===== config.mk =====
export PLATFORM = sky130hd
export DESIGN_NAME = spi_fifo_master
export DESIGN_NICKNAME = d
export VERILOG_FILES = /design/src/rtl/spim_pkg.sv /design/src/rtl/spim_fifo.sv /design/src/rtl/spim_engine.sv /design/src/rtl/spi_fifo_master.sv
export SDC_FILE = /design/constraint.sdc
export NUM_CORES = 1
export LEC_CHECK = 0
export BUFFER_PORTS_ARGS = -buffer_cell sky130_fd_sc_hd__buf_2
export CORE_ASPECT_RATIO = 0.8
export CORE_UTILIZATION = 55
export CTS_BUF_LIST = sky130_fd_sc_hd__clkbuf_8 sky130_fd_sc_hd__clkbuf_16
export CTS_CLUSTER_SIZE = 14
export DETAILED_ROUTE_END_ITERATION = 10
export PLACE_DENSITY = 0.71
export SETUP_SLACK_MARGIN = 0.15
export SYNTH_ARGS = -nofsm -noshare
export SYNTH_HDL_FRONTEND = slang
export SYNTH_SLANG_ARGS = --single-unit

===== constraint.sdc =====
create_clock -name clk -period 15.4 [get_ports clk]
set_input_delay 0.77 -clock clk [delete_from_list [all_inputs] [get_ports clk]]
set_output_delay 0.77 -clock clk [all_outputs]
set_load 0.01 [all_outputs]

===== src/rtl/spim_pkg.sv =====
package spim_pkg;

    typedef enum logic [1:0] {
        WS_8    = 2'd0,
        WS_16   = 2'd1,
        WS_32   = 2'd2,
        WS_RSVD = 2'd3
    } wsize_e;

    typedef enum logic [1:0] {
        RXT_EMPTY = 2'd0,
        RXT_ANY   = 2'd1,
        RXT_HALF  = 2'd2,
        RXT_FULL  = 2'd3
    } rx_thr_e;

    typedef enum logic [1:0] {
        TXT_DRAINED = 2'd0,
        TXT_EMPTY   = 2'd1,
        TXT_HALF    = 2'd2,
        TXT_ROOM    = 2'd3
    } tx_thr_e;

    // bytes per word for a size code; the reserved code falls back to one byte
    function automatic int unsigned word_bytes(logic [1:0] code);
        case (wsize_e'(code))
            WS_16:   return 2;
            WS_32:   return 4;
            default: return 1;
        endcase
    endfunction

endpackage


===== src/rtl/spim_fifo.sv =====
module spim_fifo #(
    parameter int DW      = 32,
    parameter int ENTRIES = 16,
    parameter int CW      = 5
) (
    input  logic          clk,
    input  logic          rst_n,
    input  logic          flush,
    input  logic [CW-1:0] depth,
    input  logic          wr,
    input  logic [DW-1:0] wdata,
    input  logic          rd,
    output logic [DW-1:0] rdata,
    output logic [CW-1:0] count,
    output logic          full
);
    localparam int PW = (ENTRIES > 1) ? $clog2(ENTRIES) : 1;

    typedef struct packed {
        logic [PW-1:0] wp;
        logic [PW-1:0] rp;
        logic [CW-1:0] cnt;
    } fifo_t;

    fifo_t fifo_d, fifo_q;
    logic [DW-1:0] mem_q [ENTRIES];
    logic wr_ok, rd_ok;

    function automatic logic [PW-1:0] ptr_next(logic [PW-1:0] p);
        return (p == PW'(ENTRIES - 1)) ? '0 : p + 1'b1;
    endfunction

    assign full  = (fifo_q.cnt >= depth);
    assign wr_ok = wr && !full && !flush;
    assign rd_ok = rd && (fifo_q.cnt != '0) && !flush;

    always_comb begin
        fifo_d = fifo_q;
        if (flush) begin
            fifo_d = '0;
        end else begin
            if (wr_ok) fifo_d.wp = ptr_next(fifo_q.wp);
            if (rd_ok) fifo_d.rp = ptr_next(fifo_q.rp);
            fifo_d.cnt = fifo_q.cnt + CW'(wr_ok) - CW'(rd_ok);
        end
    end

    always_ff @(posedge clk or negedge rst_n) begin
        if (!rst_n) fifo_q <= '0;
        else        fifo_q <= fifo_d;
    end

    always_ff @(posedge clk) begin
        if (wr_ok) mem_q[fifo_q.wp] <= wdata;
    end

    assign rdata = mem_q[fifo_q.rp];
    assign count = fifo_q.cnt;

endmodule


===== src/rtl/spim_engine.sv =====
module spim_engine #(
    parameter int DW    = 32,
    parameter int BRG_W = 9,
    parameter int NBW   = 6,
    parameter int HW    = NBW + 1
) (
    input  logic             clk,
    input  logic             rst_n,
    input  logic             en,
    input  logic             cke,
    input  logic             smp,
    input  logic             miso,
    input  logic [BRG_W-1:0] brg,
    input  logic [NBW-1:0]   nbits,
    input  logic             tx_avail,
    input  logic [DW-1:0]    tx_word,
    output logic             tx_pop,
    output logic             done,
    output logic [DW-1:0]    rx_word,
    output logic             busy,
    output logic             act,
    output logic             mosi
);
    typedef struct packed {
        logic             busy;
        logic [BRG_W-1:0] div;
        logic [HW-1:0]    half;
        logic             act;
        logic [DW-1:0]    sreg;
        logic [DW-1:0]    rsh;
    } eng_t;

    eng_t eng_d, eng_q;
    logic [NBW-1:0] lshift;
    logic [HW-1:0]  last_half;
    logic           is_last;
    logic           do_sample;

    assign lshift    = NBW'(DW) - nbits;
    assign last_half = {nbits, 1'b0} - HW'(1);
    assign is_last   = (eng_q.half == last_half);
    // even half-index ends mid-bit, odd half-index ends the bit
    assign do_sample = smp ? eng_q.half[0] : ~eng_q.half[0];

    always_comb begin
        eng_d  = eng_q;
        tx_pop = 1'b0;
        done   = 1'b0;
        if (!en) begin
            eng_d.busy = 1'b0;
            eng_d.act  = 1'b0;
            eng_d.div  = '0;
            eng_d.half = '0;
        end else if (!eng_q.busy) begin
            if (tx_avail) begin
                tx_pop     = 1'b1;
                eng_d.busy = 1'b1;
                eng_d.div  = '0;
                eng_d.half = '0;
                eng_d.act  = ~cke;
                eng_d.sreg = tx_word << lshift;
                eng_d.rsh  = '0;
            end
        end else if (eng_q.div == brg) begin
            eng_d.div = '0;
            if (do_sample) eng_d.rsh = {eng_q.rsh[DW-2:0], miso};
            if (eng_q.half[0] && !is_last) eng_d.sreg = eng_q.sreg << 1;
            if (cke || !is_last) eng_d.act = ~eng_q.act;
            if (is_last) begin
                eng_d.busy = 1'b0;
                done       = 1'b1;
            end
            eng_d.half = eng_q.half + 1'b1;
        end else begin
            eng_d.div = eng_q.div + 1'b1;
        end
    end

    always_ff @(posedge clk or negedge rst_n) begin
        if (!rst_n) eng_q <= '0;
        else        eng_q <= eng_d;
    end

    assign rx_word = eng_d.rsh;
    assign busy    = eng_q.busy;
    assign act     = eng_q.act;
    assign mosi    = eng_q.sreg[DW-1];

endmodule


===== src/rtl/spi_fifo_master.sv =====
module spi_fifo_master #(
    parameter int FIFO_BYTES = 16,
    parameter int DW         = 32,
    parameter int BRG_W      = 9
) (
    input  logic             clk,
    input  logic             rst_n,
    input  logic             en,
    input  logic [1:0]       wsize,
    input  logic             cpol,
    input  logic             cke,
    input  logic             smp,
    input  logic [BRG_W-1:0] brg,
    input  logic [1:0]       tx_isel,
    input  logic [1:0]       rx_isel,
    input  logic             ss_hw_en,
    input  logic             tx_push,
    input  logic [DW-1:0]    tx_data,
    input  logic             rx_pop,
    output logic [DW-1:0]    rx_data,
    input  logic             ovf_clr,
    output logic             sck,
    output logic             mosi,
    input  logic             miso,
    output logic             ss_n,
    output logic [$clog2(FIFO_BYTES+1)-1:0] tx_level,
    output logic [$clog2(FIFO_BYTES+1)-1:0] rx_level,
    output logic             rx_empty,
    output logic             rx_ovf,
    output logic             tx_irq,
    output logic             rx_irq
);
    import spim_pkg::*;

    localparam int CW  = $clog2(FIFO_BYTES + 1);
    localparam int NBW = $clog2(DW + 1);
    localparam int HW  = NBW + 1;

    typedef struct packed {
        logic ovf;
    } top_t;

    top_t top_d, top_q;

    logic [CW-1:0]  depth, half_depth;
    logic [NBW-1:0] nbits;
    logic [DW-1:0]  word_mask;
    logic [DW-1:0]  tx_head, rx_head, rx_word;
    logic [CW-1:0]  tx_cnt, rx_cnt;
    logic           tx_full, rx_full;
    logic           eng_pop, eng_done, eng_busy, eng_act;

    always_comb begin
        depth      = CW'(FIFO_BYTES / word_bytes(wsize));
        nbits      = NBW'(8 * word_bytes(wsize));
        half_depth = depth >> 1;
        word_mask  = (nbits >= NBW'(DW)) ? '1 : ((DW'(1) << nbits) - DW'(1));
    end

    spim_fifo #(.DW(DW), .ENTRIES(FIFO_BYTES), .CW(CW)) u_txq (
        .clk   (clk),
        .rst_n (rst_n),
        .flush (~en),
        .depth (depth),
        .wr    (tx_push),
        .wdata (tx_data & word_mask),
        .rd    (eng_pop),
        .rdata (tx_head),
        .count (tx_cnt),
        .full  (tx_full)
    );

    spim_fifo #(.DW(DW), .ENTRIES(FIFO_BYTES), .CW(CW)) u_rxq (
        .clk   (clk),
        .rst_n (rst_n),
        .flush (~en),
        .depth (depth),
        .wr    (eng_done),
        .wdata (rx_word & word_mask),
        .rd    (rx_pop),
        .rdata (rx_head),
        .count (rx_cnt),
        .full  (rx_full)
    );

    spim_engine #(.DW(DW), .BRG_W(BRG_W), .NBW(NBW), .HW(HW)) u_eng (
        .clk      (clk),
        .rst_n    (rst_n),
        .en       (en),
        .cke      (cke),
        .smp      (smp),
        .miso     (miso),
        .brg      (brg),
        .nbits    (nbits),
        .tx_avail (tx_cnt != '0),
        .tx_word  (tx_head),
        .tx_pop   (eng_pop),
        .done     (eng_done),
        .rx_word  (rx_word),
        .busy     (eng_busy),
        .act      (eng_act),
        .mosi     (mosi)
    );

    // overflow flag: a new overflow wins over a clear in the same cycle
    always_comb begin
        top_d = top_q;
        if (ovf_clr)             top_d.ovf = 1'b0;
        if (eng_done && rx_full) top_d.ovf = 1'b1;
    end

    always_ff @(posedge clk or negedge rst_n) begin
        if (!rst_n) top_q <= '0;
        else        top_q <= top_d;
    end

    always_comb begin
        case (tx_thr_e'(tx_isel))
            TXT_DRAINED: tx_irq = (tx_cnt == '0) && !eng_busy;
            TXT_EMPTY:   tx_irq = (tx_cnt == '0);
            TXT_HALF:    tx_irq = (tx_cnt <= half_depth);
            default:     tx_irq = (tx_cnt < depth);
        endcase
        case (rx_thr_e'(rx_isel))
            RXT_EMPTY: rx_irq = (rx_cnt == '0);
            RXT_ANY:   rx_irq = (rx_cnt != '0);
            RXT_HALF:  rx_irq = (rx_cnt >= half_depth);
            default:   rx_irq = (rx_cnt >= depth);
        endcase
    end

    assign tx_level = tx_cnt;
    assign rx_level = rx_cnt;
    assign rx_empty = (rx_cnt == '0);
    assign rx_data  = rx_empty ? '0 : rx_head;
    assign rx_ovf   = top_q.ovf;
    assign sck      = cpol ^ eng_act;
    assign ss_n     = ~(ss_hw_en && en && ((tx_cnt != '0) || eng_busy));

endmodule


==> impl_metrics.tcl <==
set metrics [dict create \
    crit_path_start_kind "flop" \
    drc_errors 0 \
    power_leakage_nw 16.07 \
    grt_max_degree 70 \
    status "finished clean" \
    synthCells 2423 \
    netlist_top_cells_area "edfxtp_1 67%, mux4_2 12%, dfrtp_1 5.9%, mux2i_1 2.3%, and2_1 1.3%" \
    cts_max_path_buffers 3 \
    post_cts_resized 0 \
    wl_met2_mm 47.05 \
    timing.fmax_mhz 176.0 \
    r2r_start "u_txq.fifo_q[6]$_DFFE_PN0P_" \
    final_core_util 0.6178 \
    cts_hold_buf 0 \
    wl_per_cell_um 28.52 \
    core-area_um2 82560 \
    die_h_um 260.7 \
    yosysWarnings 0 \
    worst-path-buf-inv 3 \
    synthArstFlopShare 0.09620 \
    start_util 0.5571 \
    ys_ff_latch 1133 \
    fin_nets 2639 \
    crit_path_end_kind "output port" \
    period_share 0.3690 \
    dieArea_um2 84810 \
    finalHoldViolCount 0 \
    power_density_nw_per_um2 144.3 \
    cts_root_buf "clkbuf_16" \
    core.rowCount 94 \
    path_class "flop to output port" \
    seqCellArea_um2 33500 \
    grt_pass1_vias 23860 \
    critPathMaxStageDelay_ns 0.90 \
    rsz0062_at_grt "false" \
    m1WireLength_mm 45.55 \
    timing.rr.end "u_eng.eng_q[44]$_DFFE_PN0P_" \
    vias 23910 \
    syn_nets 2527 \
    grt_use_total 0.2538 \
    setup_tns_ns 0 \
    setup_violations 0 \
    finalNonFillerCells 3727 \
    yosysTopAreaCellShare 0.6685 \
    wl_met3_mm 11.86 \
    cp_top_family "buffers and inverters" \
    critical_path.slowest_cell "buf_4" \
    portBuffers 106 \
    worstPathMaxFanout 51 \
    clk_pin_slew_worst_paths_ns 0.06 \
    r2r_setup_slack_ns 11.20 \
    htreeDepth 3 \
    peakVddDrop_uv 89.70 \
    areaGrowthSynthToFinish_pct 10.89 \
    dp_hpwl_mm 63.59 \
    cts_tree "yes" \
    slew_violations 0 \
    drive_gt1_frac 0.2300 \
    synth-seq-area-share 0.7278 \
    worst_pin_slew_ns 1.434 \
    arrival_ns 4.91 \
    required_ns 14.63 \
    overflow 0 \
    clk_latency_ns 0.67 \
    viasPerCell 6.416 \
    yosysUniqueCellTypes 70 \
    ios 107 \
    grt_pass1_wl_mm 157.5 \
    drtAntennaViolNets 0 \
    path_cells "buf_4, buf_4, mux4_2, mux4_2, and2_1, buf_2" \
    rr_worst_depth 7 \
    antenna_found_initial 4 \
    cts_sinks 1133 \
    dp_cells 3529 \
    synth.avg_cell_area_um2 18.98 \
    cts_setup_buffers 0 \
    min-delay-path-class "input port to asynchronous set/reset pin" \
    synth_area_um2 46000 \
    highest_layer "met5" \
    first_pass_iters 5 \
    synthFlopType "edfxtp_1" \
    multi_input_area_um2 11720 \
    cts_buffers 107 \
    fin_crit_ns 5.683 \
    synth_edf_count 1024 \
    die_w_um 325.3 \
    fin_worst_skew_ns 0.02170 \
    yosys.area.top_type "edfxtp_1" \
    relSlewSlack 0.04233 \
    gp_congestion 0.8826 \
    n_fill_cell 5715 \
    drtIter0Drc 3068 \
    wl_mm 106.3 \
    maxCapViolCount 0 \
]
==> cells by family (layout without fill, tap and decap cells) <==
family | after synthesis | in the layout | synth area share
flip-flops | 1133 | 1133 | 0.7278
adder cells (fa/ha/maj) | 46 | 46 | 0.01284
AND/OR/NAND/NOR | 373 | 373 | 0.04227
buffers and inverters | 183 | 382 | 0.01918
AO/OA/AOI/OAI | 302 | 302 | 0.04744
multiplexers | 357 | 357 | 0.1450
other | 0 | 1 | 0
XOR/XNOR | 29 | 29 | 0.005521
==> how the worst max path moves through the flow <==
stage                           startpoint                           to  slack [ns]  cells after the start
5_1_grt        u_rxq.fifo_q[5]$_DFFE_PN0P_                  rx_data[15]        9.30                      6
3_3_place_gp                      wsize[0]  u_txq.mem_q[9][5]$_DFFE_PP_        9.96                     10
6_report       u_rxq.fifo_q[5]$_DFFE_PN0P_                  rx_data[15]        9.72                      6
4_1_cts        u_rxq.fifo_q[5]$_DFFE_PN0P_                  rx_data[15]        9.53                      6
3_5_place_dp                      wsize[0]  u_txq.mem_q[8][5]$_DFFE_PP_        9.80                     10
2_1_floorplan                     wsize[0]  u_rxq.mem_q[3][0]$_DFFE_PP_        9.29                      9
==> synthesized netlist by cell type, types with 9 or more instances <==
cell type     n
edfxtp_1   1024
mux4_2      247
dfrtp_1     109
mux2i_1     105
and2_1       93
nor2_1       89
nand2_1      75
clkbuf_1     61
a21oi_1      47
ha_1         44
buf_2        39
o21ai_0      38
inv_1        37
o22ai_1      35
a22o_1       34
a22oi_1      27
buf_4        25
nand3_1      24
a221oi_1     21
nor2b_1      20
xnor2_1      17
and3_1       16
buf_1        12
o211ai_1     12
xor2_1       12
a21o_1       11
a32o_1       11
nor3_1       10
a222oi_1      9
nand2b_1      9
==> routing by layer <==
layer / GRT usage / vias to the layer above
met1: 0.3872 / 12550
met4: 0.05438 / 2
met5: 0 / -
met3: 0.07358 / 146
li1: - / 10070
met2: 0.3655 / 1147
==> metrics by stage <==
stage	setup slack, ns	instance area, um2	total power, mW	hold WS, ns
6_report	9.717	51010	7.362	0.1044
5_1_grt	9.300	51010	7.619	0.1272
4_1_cts	9.527	51000	7.380	0.09253
3_5_place_dp	9.802	47570	4.840	0.4750
3_3_place_gp	9.963	47570	4.814	0.4570
2_1_floorplan	9.290	46000	4.433	0.4418
==> cell type report <==
cell class,count,share of cell area
clock inverter,82,0.01253
sequential,1133,0.6567
timing repair buffer,147,0.01648
clock buffer,114,0.05460
antenna,1,0.00004906
tap,1104,0.02708
inverter,39,0.002870
multi-input combinational,1107,0.2297
==> worst reg2reg max path, stage by stage (launching register included) <==
cell	delay, ns
dfrtp_4	0.49
buf_4	0.58
buf_4	0.75
mux4_2	0.65
o211ai_1	0.58
o21ai_1	0.35
mux2_2	0.35
a221o_1	0.33
==> where the power goes <==
group | internal (mW) | total [mW] | leakage [nW] | switching, mW
Sequential | 3.41 | 3.53 | 10.3 | 0.117
Combinational | 0.514 | 1.27 | 3.96 | 0.758
Clock | 1.45 | 2.56 | 1.78 | 1.11
Total | 5.37 | 7.36 | 16.1 | 1.99
==> cell usage in the layout, fill, tap and decap left out, drive strengths merged, types with 12 or more instances in the layout <==
master,synthesis,routed
a21oi,47,47
a221oi,21,21
a22o,35,35
a22oi,28,28
and2,93,93
and3,16,16
buf,83,147
clkbuf,61,114
clkinv,0,37
dfrtp,109,109
edfxtp,1024,1024
ha,44,44
inv,39,70
mux2i,105,105
mux4,247,247
nand2,75,75
nand3,25,25
nor2,91,91
nor2b,20,20
o211ai,12,12
o21ai,39,39
o22ai,35,35
xnor2,17,17
xor2,12,12
==> sequential cells by signal, indices dropped and copies added (netlist names) <==
name / flops
u_eng.busy: 1
u_rxq.mem_q: 512
u_eng.eng_q: 79
u_eng.mosi: 1
u_txq.count: 5
u_rxq.count: 5
u_eng.act: 1
rx_ovf: 1
u_txq.mem_q: 512
u_txq.fifo_q: 8
u_rxq.fifo_q: 8
No activity file was read; power rests on OpenSTA's default activity.
